## src/rtl/rx_bist_diff_cnt.sv

```systemverilog
module rx_bist_diff_cnt #(
   parameter int LIMIT = 16
) (
   input  logic                       clk,
   input  logic                       rst_n,
   input  logic                       clr,
   input  logic                       inc,
   input  logic                       dec,
   output logic                       hit,
   output logic [$clog2(LIMIT)-1:0]   cnt_q
);
   localparam int CW = $clog2(LIMIT);

   if (LIMIT < 2)
      $error("rx_bist_diff_cnt: LIMIT must be at least 2");

   assign hit = inc && (cnt_q == CW'(LIMIT - 1));

   always_ff @(posedge clk or negedge rst_n) begin
      if (!rst_n)                  cnt_q <= '0;
      else if (clr || hit)         cnt_q <= '0;
      else if (inc)                cnt_q <= cnt_q + 1'b1;
      else if (dec && cnt_q != '0) cnt_q <= cnt_q - 1'b1;
   end

   // the difference never rests at the abort limit
   a_r8_cnt_bound: assert property (@(posedge clk) disable iff (!rst_n)
      int'(cnt_q) < LIMIT);

   // a match taken at zero leaves the counter at zero
   a_r8_floor: assert property (@(posedge clk) disable iff (!rst_n)
      (cnt_q == '0 && dec && !inc && !clr) |=> (cnt_q == '0));

endmodule

```

## config.mk

```make
export PLATFORM = sky130hd
export DESIGN_NAME = rx_bist_diff_cnt
export DESIGN_NICKNAME = d
export VERILOG_FILES = /design/src/rtl/rx_bist_diff_cnt.sv
export SDC_FILE = /design/constraint.sdc
export NUM_CORES = 1
export LEC_CHECK = 0
export CORE_AREA = 5 5 42 44
export DETAILED_ROUTE_END_ITERATION = 10
export DIE_AREA = 0 0 47 49
export REMOVE_ABC_BUFFERS = 1
export SETUP_SLACK_MARGIN = 0.1
export SLEW_MARGIN = 20
export SYNTH_ARGS = -nofsm -noshare
export SYNTH_HDL_FRONTEND = slang
export SYNTH_SLANG_ARGS = --single-unit
```

## constraint.sdc

```tcl
create_clock -name clk -period 2.9 [get_ports clk]
set_input_delay 0.725 -clock clk [delete_from_list [all_inputs] [get_ports clk]]
set_output_delay 0.725 -clock clk [all_outputs]
set_load 0.02 [all_outputs]
```

Word level (Yosys, flattened, before mapping)
Index checks and enable logic that the tools add are counted.

word-level totals
  word-level logic and storage cells = 12
  bits in registers = 4
  output and inout bits = 5

operators by class
  reduce and logical (&&, ||, !) cells = 5
  equality and inequality tests = 1
  mux-type cells = 3
  add/subtract/negate cells = 2

operator list
  cell                                               count
  two-way mux 4 bit                                  3
  adder 4 x 1 -> 4 bit (second input constant)       1
  equality test 4 bit (second input constant)        1
  nonzero test 4 bit                                 1
  subtractor 4 x 1 -> 4 bit (second input constant)  1
  nonzero test 3 bit                                 1
  logical AND 1 bit                                  2
  logical OR 1 bit                                   1

Longest topological paths before layout
  depth in word-level cells = 5
  depth in mapped cells = 6

Worst setup path before layout
No wires, ideal clock.

  path type = input -> output
  from = input inc
  to = output hit
  arrival = 1,166 ps
  stages on the path = 2
  slack = 1,009 ps
  path buffers = 0
  path through = nand4_1 nor2_1

between the ends
  cells in the longest elaborated chain, start to end = 1

RTL lines
  element            RTL line  text
  from (decl)        7         input logic inc,
  logical AND 1 bit  17        assign hit = inc && (cnt_q == CW'(LIMIT - 1));
  to (decl)          9         output logic hit,

No other way between the ends.

Worst setup path in the final report
Ends and elaborated chain as after synthesis.

==> summary.md <==
| Metric | Value |
|---|---|
| DP HPWL | 560 µm |
| Cts bufs inserted | 3 |
| Die Wd | between 40 and 50 µm |
| First-pass GRT wire length | ~1.2 mm |
| Critical Path Fanout Max | 2 |
| H-tree depth | 1 |
| Die Area | ~2300 µm² |
| Wire length per cell | ~11 µm |
| Initial antenna violation count | 0 |
| GR Overflow Total | 0 |
| Port Buffers | 9 |
| Worst r2r src | cnt_q[1] |
| Largest Register | cnt_q |
| Clock Sinks | 4 |
| Clk pwr share | ~21% |
| Share of layout cells above drive strength 1 | 14.9% |
| Post-CTS Setup Bufs | 0 |
| Worst VDD drop | between 200 and 250 µV |
| Largest regs | cnt_q (4) |
| Largest net degree at the start of global routing | 8 |
| WL final | 702 µm |
| Max Cap Viol | 0 |
| CP Capture Type | output pin |
| Worst slew pin tran | about 0.30 ns |
| NetSw | approximately 120 µW |
| Worst Setup SP | inc |
| Comb power frac | slightly below 50% |
| Mapped Cells | 33 |
| YS warnings | 0 |
| Final Max Tran Viols | 0 |
| Net count, final | 57 |
| # setup viols final | 0 |
| Worst-Skew Late Latency | ~0.23 ns |
| Seq pwr share | 30.9% |
| Post-CTS Hold Fix Bufs | 0 |
| Final core occ | 32.1% |
| Fmax | around 400 MHz |
| Post-DRT Antenna Nets | 0 |
| I/O pin count | 10 |
| Commonest non-fill, non-tap cell in the layout | clkdlybuf4s50_1 |
| Final Cycle Share | 87.1% |
| Lkg Pwr | 0.000199 µW |
| TNS Setup | 0 ns |
| Syn-to-layout area delta | 48.1% |
| Critical path arrival | 1.80 ns |
| Layout fillers | 164 |
| Most frequent cells in the layout | 8 x clkdlybuf4s50_1, 4 x nand2_1, 4 x dfrtp_1 |
| Placer Congestion | roughly 0.74 |
| Routed vias/inst | ~4.8 |
| 1st-pass router iterations | 4 |
| Tmin final | roughly 2.5 ns |
| CTS max path bufs | 2 |
| Clock slew at reported path FFs | around 0.04 ns |
| CTS tree | yes |
| Switching part of the total | about two fifths |
| RSZ-0062 raised after global routing | no |
| Clock Skew | 0.00315 ns |
| Syn_area_per_cell | 9.21 µm² |
| Type of the worst min-delay path | reg -> reg |
| CP Launch Type | primary input |
| Starting Density | 21.7% |
| DRC | 0 |
| Hold path startpoint | cnt_q[1] |
| DR iter-0 viols | 5 |
| Core box area | 1400 µm² |
| Fin. Hold Viols | 0 |
| Run status | completed |
| Synth Register Bits | 4 |
| Total global-route track usage | just over 7% |
| Netlist cell types | 19 |
| Die Height | 49 µm |
| Core Rows | 14 |
| P per Cell Area | around 720 nW/µm² |
| Synthesized cell area | 304 µm² |
| Required @ worst endpoint | about 2.2 ns |
| WS Path Type | in -> out |
| CTS Root Cell | clkbuf_4 |
| Largest register FFs | 4 |
| Via count | 300 |
| Int Power | 200 µW |
| Vias in the first global route | around 300 |
| Seq/Total Area, Yosys | 32.9% |
| Slew Limit Headroom | around 79% |
| Number of diodes | 0 |
## area by class of cell
class | instances | area [µm²] | share of cell area (%)
Clock buffer | 3 | 22.5 | 5.00
Sequential cell | 4 | 100 | 22.2
Multi-Input combinational cell | 26 | 193 | 42.8
Timing Repair Buffer | 11 | 104 | 23.1
Tap cell | 16 | 20.0 | 4.44
Inverter | 3 | 11.3 | 2.50
## worst paths after layout
kind / to / slack (ns) / depth (start not counted)
min in group asynchronous: cnt_q[0] / 0.69 / 1
max in group asynchronous: cnt_q[3] / 2.04 / 1
worst max register to register: cnt_q[3] / 1.28 / 5
worst min-delay path: cnt_q[1] / 0.60 / 2
worst max-delay path: hit / 0.38 / 4
worst min register to register: cnt_q[1] / 0.60 / 2
## power groups by stage
stage | clock network (µW) | logic [µW] | registers, µW
5_1_grt | 75.9 | 174 | 103
3_3_place_gp | 0 | 156 | 102
4_1_cts | 70.9 | 159 | 101
3_5_place_dp | 0 | 159 | 101
2_1_floorplan | 0 | 85.1 | 113
6_report | 66.6 | 157 | 99.9
## synth_stat cells
master,count,area (µm²)
dfrtp_1,4,100
o41ai_2,1,16.3
xnor2_1,1,8.76
ha_1,2,25.0
nand4b_1,1,8.76
inv_1,3,11.3
nand2b_1,1,6.26
a21o_1,1,7.51
or3_1,2,12.5
a211oi_1,1,7.51
nand4_1,1,6.26
o22a_1,1,8.76
nand2_1,4,15.0
fa_1,1,20.0
a31oi_1,1,6.26
xor2_1,1,8.76
nor2_1,3,11.3
a21oi_1,3,15.0
and2_4,1,8.76
## worst max-delay path, cell delays in order
cell and delay (ns):
clkdlybuf4s50_1 0.48, nand4_1 0.10, nor2_1 0.14, dlygate4sd2_1 0.35
## stage by stage
stage          power (µW)  hold slack [ns]  instances  setup slack (ns)  instance area (µm²)
3_5_place_dp          260            0.613         60             0.102                  429
3_3_place_gp          258            0.608         60            0.0992                  429
4_1_cts               330            0.620         63             0.367                  450
6_report              323            0.602         63             0.375                  450
5_1_grt               353            0.648         63             0.307                  450
2_1_floorplan         198            0.429         33              1.01                  304
## cells by family (layout without fill, tap and decap cells)
| family | after synthesis | in the layout | synth area share [%] |
|---|---|---|---|
| flip-flops | 4 | 4 | 32.9 |
| AND/OR/NAND/NOR | 13 | 13 | 22.6 |
| adder cells (fa/ha/maj) | 3 | 3 | 14.8 |
| buffers and inverters | 3 | 17 | 3.70 |
| AO/OA/AOI/OAI | 8 | 8 | 20.2 |
| XOR/XNOR | 2 | 2 | 5.76 |
## metal layers
metal	share of wire [%]	vias to the layer above	track usage (%)
met1	47	146	8.65
met5	0	-	0
met4	0	0	4.15
li1	-	145	-
met2	47	9	10.2
met3	5.3	0	3.32
## timing repair
action	CTS	global route
endpoints found under the hold margin	0	0
endpoints found under the setup margin	1	0
resized for setup	1	0
(Power assumes the default switching activity.)
